[src/rtl/tlb_pkg.sv]
package tlb_pkg;

  typedef enum logic [1:0] {
    ACC_LOAD  = 2'd0,
    ACC_STORE = 2'd1,
    ACC_FETCH = 2'd2,
    ACC_ALT   = 2'd3
  } acc_e;

  // bank numbering doubles as the fault-kind code
  localparam int BANK_LD = 0;
  localparam int BANK_ST = 1;
  localparam int BANK_IF = 2;
  localparam int NBANKS  = 3;

  // entry layout
  localparam int PERM_W    = 6;
  localparam int SUP_SHIFT = 3;
  localparam int VALID_BIT = 6;
  localparam int PPN_LSB   = 7;

  function automatic logic [1:0] bank_of(acc_e k);
    case (k)
      ACC_STORE: bank_of = 2'(BANK_ST);
      ACC_FETCH: bank_of = 2'(BANK_IF);
      default:   bank_of = 2'(BANK_LD);
    endcase
  endfunction

endpackage

[src/rtl/tlb_bank.sv]
module tlb_bank #(
  parameter int          W         = 16,
  parameter int          DEPTH     = 4,
  parameter bit          FLUSHABLE = 1'b1,
  parameter logic [W-1:0] RST_VAL  = '0,
  localparam int         IDX_W     = $clog2(DEPTH)
) (
  input  logic             clk,
  input  logic             rst_n,
  input  logic             flush,
  input  logic             wr_en,
  input  logic [IDX_W-1:0] wr_idx,
  input  logic [W-1:0]     wr_data,
  input  logic [IDX_W-1:0] rd_idx,
  output logic [W-1:0]     rd_data
);

  logic [W-1:0] slot_q [DEPTH];
  logic [W-1:0] slot_d [DEPTH];
  logic [DEPTH-1:0] slot_en;
  logic clr;

  assign clr = FLUSHABLE ? flush : 1'b0;

  always_comb begin
    for (int e = 0; e < DEPTH; e++) begin
      slot_en[e] = clr | (wr_en && (wr_idx == IDX_W'(e)));
      slot_d[e]  = clr ? RST_VAL : wr_data;
    end
  end

  for (genvar e = 0; e < DEPTH; e++) begin : g_slot
    always_ff @(posedge clk or negedge rst_n) begin
      if (!rst_n)          slot_q[e] <= RST_VAL;
      else if (slot_en[e]) slot_q[e] <= slot_d[e];
    end
  end

  assign rd_data = slot_q[rd_idx];

endmodule

[src/rtl/tlb_perm_eval.sv]
module tlb_perm_eval
  import tlb_pkg::*;
(
  input  logic [PERM_W:0]      pte_lo,
  input  acc_e                 kind,
  input  logic                 sup,
  output logic [NBANKS-1:0]    grant,
  output logic                 deny
);

  logic [PERM_W-1:0] eff;
  logic [1:0]        need;

  always_comb begin
    eff  = sup ? (pte_lo[PERM_W-1:0] >> SUP_SHIFT) : pte_lo[PERM_W-1:0];
    grant[BANK_LD] = eff[0];
    grant[BANK_ST] = eff[1];
    grant[BANK_IF] = eff[2];
    need = bank_of(kind);
    deny = !pte_lo[VALID_BIT] || !grant[need];
  end

endmodule

[src/rtl/tlb_miss_ctrl.sv]
module tlb_miss_ctrl
  import tlb_pkg::*;
#(
  parameter int VA_W = 16
) (
  input  logic            clk,
  input  logic            rst_n,
  input  logic            lk_valid,
  input  logic            hit_raw,
  input  logic [VA_W-1:0] lk_vaddr,
  input  acc_e            lk_kind,
  input  logic            lk_super,
  input  logic            walk_ack,
  input  logic            deny,
  output logic            busy,
  output logic [VA_W-1:0] pend_vaddr,
  output acc_e            pend_kind,
  output logic            pend_super,
  output logic            fill_ok,
  output logic            fault,
  output logic [1:0]      fault_kind,
  output logic [VA_W-1:0] bad_vaddr
);

  logic busy_q, busy_d, fault_q, fault_d;
  logic cap_en, done;
  logic [VA_W-1:0] pva_q, bad_q;
  acc_e  pkind_q;
  logic  psup_q;
  logic [1:0] fkind_q;

  always_comb begin
    cap_en  = !busy_q && lk_valid && !hit_raw;
    done    = busy_q && walk_ack;
    busy_d  = busy_q;
    if (cap_en)    busy_d = 1'b1;
    else if (done) busy_d = 1'b0;
    fault_d = done && deny;
    fill_ok = done && !deny;
  end

  always_ff @(posedge clk or negedge rst_n) begin
    if (!rst_n) begin
      busy_q  <= 1'b0;
      fault_q <= 1'b0;
    end else begin
      busy_q  <= busy_d;
      fault_q <= fault_d;
    end
  end

  always_ff @(posedge clk or negedge rst_n) begin
    if (!rst_n) begin
      pva_q   <= '0;
      pkind_q <= ACC_LOAD;
      psup_q  <= 1'b0;
    end else if (cap_en) begin
      pva_q   <= lk_vaddr;
      pkind_q <= lk_kind;
      psup_q  <= lk_super;
    end
  end

  always_ff @(posedge clk or negedge rst_n) begin
    if (!rst_n) begin
      bad_q   <= '0;
      fkind_q <= 2'(BANK_LD);
    end else if (fault_d) begin
      bad_q   <= pva_q;
      fkind_q <= bank_of(pkind_q);
    end
  end

  assign busy       = busy_q;
  assign pend_vaddr = pva_q;
  assign pend_kind  = pkind_q;
  assign pend_super = psup_q;
  assign fault      = fault_q;
  assign fault_kind = fkind_q;
  assign bad_vaddr  = bad_q;

endmodule

[src/rtl/tlb_dm.sv]
module tlb_dm
  import tlb_pkg::*;
#(
  parameter int VA_W    = 16,
  parameter int PG_BITS = 8,
  parameter int PPN_W   = 8,
  parameter int ENTRIES = 4,
  localparam int PA_W   = PPN_W + PG_BITS,
  localparam int PTE_W  = PPN_LSB + PPN_W,
  localparam int IDX_W  = $clog2(ENTRIES)
) (
  input  logic             clk,
  input  logic             rst_n,
  input  logic             flush,
  input  logic             lk_valid,
  input  logic [VA_W-1:0]  lk_vaddr,
  input  logic [1:0]       lk_kind,
  input  logic             lk_super,
  output logic             lk_hit,
  output logic [PA_W-1:0]  lk_paddr,
  output logic             busy,
  output logic             walk_req,
  output logic [VA_W-1:0]  walk_vaddr,
  input  logic             walk_ack,
  input  logic [PTE_W-1:0] walk_pte,
  output logic             fault,
  output logic [1:0]       fault_kind,
  output logic [VA_W-1:0]  bad_vaddr
);

  localparam logic [VA_W-1:0] TAG_NONE = '1;

  logic [IDX_W-1:0]  rd_idx, wr_idx;
  logic [VA_W-1:0]   rd_tag [NBANKS];
  logic [VA_W-1:0]   exp_tag, fill_tag;
  logic [PA_W-1:0]   base_rd, fill_base;
  logic [NBANKS-1:0] grant;
  logic [1:0]        sel;
  logic              hit_raw, deny, fill_ok, fill_go, pend_super;
  logic [VA_W-1:0]   pend_vaddr;
  acc_e              pend_kind;

  // lookup side
  assign rd_idx  = lk_vaddr[PG_BITS +: IDX_W];
  assign exp_tag = {lk_vaddr[VA_W-1:PG_BITS], {PG_BITS{1'b0}}};
  assign sel     = bank_of(acc_e'(lk_kind));
  assign hit_raw = (rd_tag[sel] == exp_tag);
  assign lk_hit  = lk_valid && !busy && hit_raw;
  assign lk_paddr = base_rd | PA_W'(lk_vaddr[PG_BITS-1:0]);

  // refill side
  assign wr_idx    = pend_vaddr[PG_BITS +: IDX_W];
  assign fill_tag  = {pend_vaddr[VA_W-1:PG_BITS], {PG_BITS{1'b0}}};
  assign fill_base = {walk_pte[PPN_LSB +: PPN_W], {PG_BITS{1'b0}}};
  assign fill_go   = fill_ok && !flush;
  assign walk_req  = busy;
  assign walk_vaddr = pend_vaddr;

  for (genvar k = 0; k < NBANKS; k++) begin : g_tag
    tlb_bank #(
      .W(VA_W), .DEPTH(ENTRIES), .FLUSHABLE(1'b1), .RST_VAL(TAG_NONE)
    ) u_tag (
      .clk    (clk),
      .rst_n  (rst_n),
      .flush  (flush),
      .wr_en  (fill_go),
      .wr_idx (wr_idx),
      .wr_data(grant[k] ? fill_tag : TAG_NONE),
      .rd_idx (rd_idx),
      .rd_data(rd_tag[k])
    );
  end

  tlb_bank #(
    .W(PA_W), .DEPTH(ENTRIES), .FLUSHABLE(1'b0), .RST_VAL('0)
  ) u_base (
    .clk    (clk),
    .rst_n  (rst_n),
    .flush  (1'b0),
    .wr_en  (fill_go),
    .wr_idx (wr_idx),
    .wr_data(fill_base),
    .rd_idx (rd_idx),
    .rd_data(base_rd)
  );

  tlb_perm_eval u_perm (
    .pte_lo(walk_pte[PERM_W:0]),
    .kind  (pend_kind),
    .sup   (pend_super),
    .grant (grant),
    .deny  (deny)
  );

  tlb_miss_ctrl #(.VA_W(VA_W)) u_ctrl (
    .clk       (clk),
    .rst_n     (rst_n),
    .lk_valid  (lk_valid),
    .hit_raw   (hit_raw),
    .lk_vaddr  (lk_vaddr),
    .lk_kind   (acc_e'(lk_kind)),
    .lk_super  (lk_super),
    .walk_ack  (walk_ack),
    .deny      (deny),
    .busy      (busy),
    .pend_vaddr(pend_vaddr),
    .pend_kind (pend_kind),
    .pend_super(pend_super),
    .fill_ok   (fill_ok),
    .fault     (fault),
    .fault_kind(fault_kind),
    .bad_vaddr (bad_vaddr)
  );

endmodule

[config.mk]
export PLATFORM = sky130hd
export DESIGN_NAME = tlb_dm
export DESIGN_NICKNAME = d
export VERILOG_FILES = /design/src/rtl/tlb_pkg.sv /design/src/rtl/tlb_bank.sv /design/src/rtl/tlb_perm_eval.sv /design/src/rtl/tlb_miss_ctrl.sv /design/src/rtl/tlb_dm.sv
export SDC_FILE = /design/constraint.sdc
export NUM_CORES = 1
export LEC_CHECK = 0
export ABC_AREA = 1
export BUFFER_PORTS_ARGS = -buffer_cell sky130_fd_sc_hd__buf_2
export CORE_UTILIZATION = 40
export CTS_BUF_LIST = sky130_fd_sc_hd__clkbuf_16
export CTS_CLUSTER_DIAMETER = 40
export DETAILED_ROUTE_END_ITERATION = 7
export GPL_ROUTABILITY_DRIVEN = 0
export PLACE_DENSITY = 0.54
export SLEW_MARGIN = 20
export SYNTH_ARGS = -nofsm -noshare
export SYNTH_HDL_FRONTEND = slang
export SYNTH_HIERARCHICAL = 1
export SYNTH_SLANG_ARGS = --single-unit
[constraint.sdc]
create_clock -name clk -period 3.5 [get_ports clk]
set_clock_uncertainty 0.1 [all_clocks]
set_input_delay 0.7 -clock clk [delete_from_list [all_inputs] [get_ports clk]]
set_output_delay 0.7 -clock clk [all_outputs]
set_load 0.01 [all_outputs]
==> key figures <==
Status
  – Status: finished clean

Worst setup path
  – Worst Path Max Fanout: 15
  – CP max stage delay: 0.27 ns
  – Crit path required time: 2.70 ns
  – Max stage delay cell, worst path: or2_1
  – FF-to-FF setup slack: 0.80 ns
  – CP Launch Type: primary input
  – Reg2Reg Depth: 14
  – Setup CP Type: in -> out
  – Crit path arrival time: 2.61 ns
  – R2R Path Start: u_ctrl/pend_super$_DFFE_PN0P_
  – Critical Path, Cell by Cell: buf_12 > buf_12 > buf_4 > o211ai_1 > nand2_1 > or2_1 > nand3_1 > nand2_1 > nor2_1 > nand3_1 > nor3_2 > buf_4 > buf_2
  – Crit. End Element: output pin
  – R2r endpoint: g_tag[0].u_tag/slot_q[55]$_DFFE_PN1P_

Detailed routing
  – Vias: 14.2k
  – DRT iter0 DRCs: 967
  – DR vias/cell: 5.06
  – Drc violations: 0
  – Wire per inst: 17.5 um
  – Detail Route Antenna Nets: 0
  – Pre-antenna DRT Iters: 5
  – Final wirelength: 49.0 mm

Placed design
  – Port buffer count: 92
  – Dpl ws: 0.00993 ns
  – Dpl hpwl: 30.3 mm

Global routing
  – GRT Overall Usage: 24.1%
  – Global-route wire length before repair: 77.8 mm
  – Vias in the first global route: 13.9k
  – Largest net degree at the start of global routing: 79
  – Initial antenna violation count: 3
  – Gr ovfl total: 0

Timing
  – Crit path time final: 3.41 ns
  – Unrepaired setup endpoints after global routing: false
  – Slew Limit Fails: 0
  – Count of final hold-check violations: 0
  – Fin crit share: 97.6%
  – Relative slew slack: 43.8%
  – Final setup fails: 0
  – Setup TNS: 0 ns
  – Setup slack after layout: 0.0852 ns
  – Peak Freq: 293 MHz
  – Worst-margin pin slew: 0.842 ns

Power
  – Peak supply drop: 0.000381 V
  – PwrDens: 649 mW/mm^2
  – Leak Pwr: 10.0 nW
  – PnR Total Power: 12.4 mW

Die
  – Chip Width: 203 um
  – Core footprint: 0.0397 mm^2
  – Ports: 93
  – Die footprint: 0.0411 mm^2
  – Chip height: 203 um
  – Row Count: 73
  – Initial Utilization: 40.6%

Yosys
  – Top cell type's share of synthesized area: 31.3%
  – Compound-Gate Fraction of Synth Area: 5.06%
  – Cells after Synth: 2102
  – Avg Inst Size Synth: 7.67 um^2
  – Simple-gate share of the synthesized area: 36.8%
  – Seq/Total Area, Yosys: 47.3%
  – Area of the mapped netlist: 0.0161 mm^2
  – Post-synthesis xor/xnor area fraction: 0%
  – YS warnings: 6
  – Main combinational cell family by area after synthesis: simple AND/OR/NAND/NOR gates
  – Synth unique cells: 30
  – Mux cell area share after synthesis: 0%
  – Synth Register Bits: 295
  – Post-synth top area cell: dfstp_2
  – Post-synthesis adder-cell area fraction: 0%
  – Ranking of synthesized cells by area: dfstp_2 (31%), nand2_1 (21%), dfrtp_1 (16%)

CTS
  – CTS tree: done
  – H-tree Lvls: 2
  – Clock root buffer: clkbuf_16
  – Clock Pin Slew Worst Setup and Hold Paths: 0.06 ns
  – Skew-Pair Late Insertion Delay: 0.61 ns
  – CTS max path bufs: 3
  – Sink Count: 295
  – TritonCTS buffer count: 56

Cells and area
  – Layout cell share with drive strength beyond 1: 24.7%
  – Final net count: 2265
  – Syn-to-layout area delta: 18.6%

Worst hold path
  – Hold Crit Class: in -> reg
  – Min-delay src: walk_ack
  – Hold endpoint: u_ctrl/busy$_DFFE_PN0P_
  – WHS Path Cells: 2

Run
  – Max-cap viol count: 0
-- per-stage QoR --
| step | instance area [um^2] | cells | hold slack, ns | utilization (%) |
|---|---|---|---|---|
| 6_report | 19100 | 2801 | 0.220 | 48.1 |
| 5_1_grt | 19100 | 2800 | 0.226 | 48.1 |
| 4_1_cts | 19000 | 2794 | 0.184 | 47.8 |
| 3_5_place_dp | 17000 | 2687 | 0.358 | 42.9 |
| 3_3_place_gp | 17000 | 2687 | 0.353 | 42.9 |
| 2_1_floorplan | 16200 | 2133 | 0.304 | - |
-- layout by cell type (no fill, tap or decap), types with 10 or more instances in the layout --
cell type and n:
nand2_1 894, nand3_1 261, inv_1 219, dfstp_2 192, dfrtp_1 101, o211ai_1 96, buf_2 89, clkbuf_16 59
or2_2 56, buf_4 52, nand4_1 51, conb_1 32, nor2_1 22, o21ai_1 18, nand3_2 17, nand2_4 12
inv_2 10, clkinvlp_4 10
-- worst max path at each step --
stage                                               start     end
global route        g_tag[1].u_tag/slot_q[42]$_DFFE_PN1P_  lk_hit
floorplan                                     lk_vaddr[8]  lk_hit
CTS                                           lk_vaddr[9]  lk_hit
detailed placement                            lk_vaddr[9]  lk_hit
global placement                              lk_vaddr[9]  lk_hit
finish                                        lk_vaddr[8]  lk_hit
-- cells in the mapped netlist (all sizes together) --
cell type	n
nand4	51
nand3	281
or2	63
clkbuf	9
dfstp	192
nand3b	1
dfrtp	103
buf	115
nor2	24
o21ai	19
nand2	915
nor3	2
inv	228
o211ai	96
conb	1
and2	2
-- power breakdown --
group	internal [mW]	switching [mW]	leakage (nW)
registers	4.26	0.438	3.37
logic	0.808	1.43	5.72
clock network	3.47	2.00	0.940
-- worst max-delay path, delay by kind of cell --
| family | cells | cell delay (ns) |
|---|---|---|
| buffers and inverters | 5 | 0.73 |
| AND/OR/NAND/NOR | 7 | 1.00 |
| AO/OA/AOI/OAI | 1 | 0.16 |
-- registers in the layout, indices dropped and copies added, names as in the netlist --
| register | flops |
|---|---|
| u_base/slot_q | 64 |
| u_ctrl/pend_kind | 2 |
| u_ctrl/fault | 1 |
| g_tag.u_tag/slot_q | 192 |
| u_ctrl/pend_super | 1 |
| u_ctrl/fault_kind | 2 |
| u_ctrl/bad_vaddr | 16 |
| u_ctrl/busy | 1 |
| u_ctrl/pend_vaddr | 16 |
-- layer usage --
metal / GRT usage (%) / share of wire, % / vias to the layer above
li1: - / - / 6883
met1: 32.9 / 46 / 6811
met2: 37.4 / 45 / 387
met3: 3.92 / 5.5 / 101
met4: 10.9 / 3.6 / 2
met5: 0 / 0.033 / -
-- final cells by class --
class | count | area (um^2)
Timing Repair Buffer | 158 | 1160
Inverter | 228 | 866
Sequential cell | 295 | 7620
Antenna cell | 2 | 5.00
Fill cell | 3991 | 20600
Tap cell | 525 | 657
Clock buffer | 56 | 1400
Clock inverter | 50 | 518
Multi-Input combinational cell | 1486 | 6870
Timing Repair inverter | 1 | 7.51
-- kinds of logic (layout without fill, tap and decap cells) --
logic type,count (synthesis),after routing
DFF,295,295
other,1,34
and+or+nand+nor,1339,1339
AOI/OAI and AO/OA,115,115
buffers and inverters,352,493
-- what timing repair did --
item                                    in CTS  in global routing
hold endpoints to repair                     9                  0
endpoints found under the setup margin       0                  1
resized for setup                            0                 12
hold buffers                                 1                  0
buffers inserted                             0                  2
No activity file was read; power rests on OpenSTA's default activity.
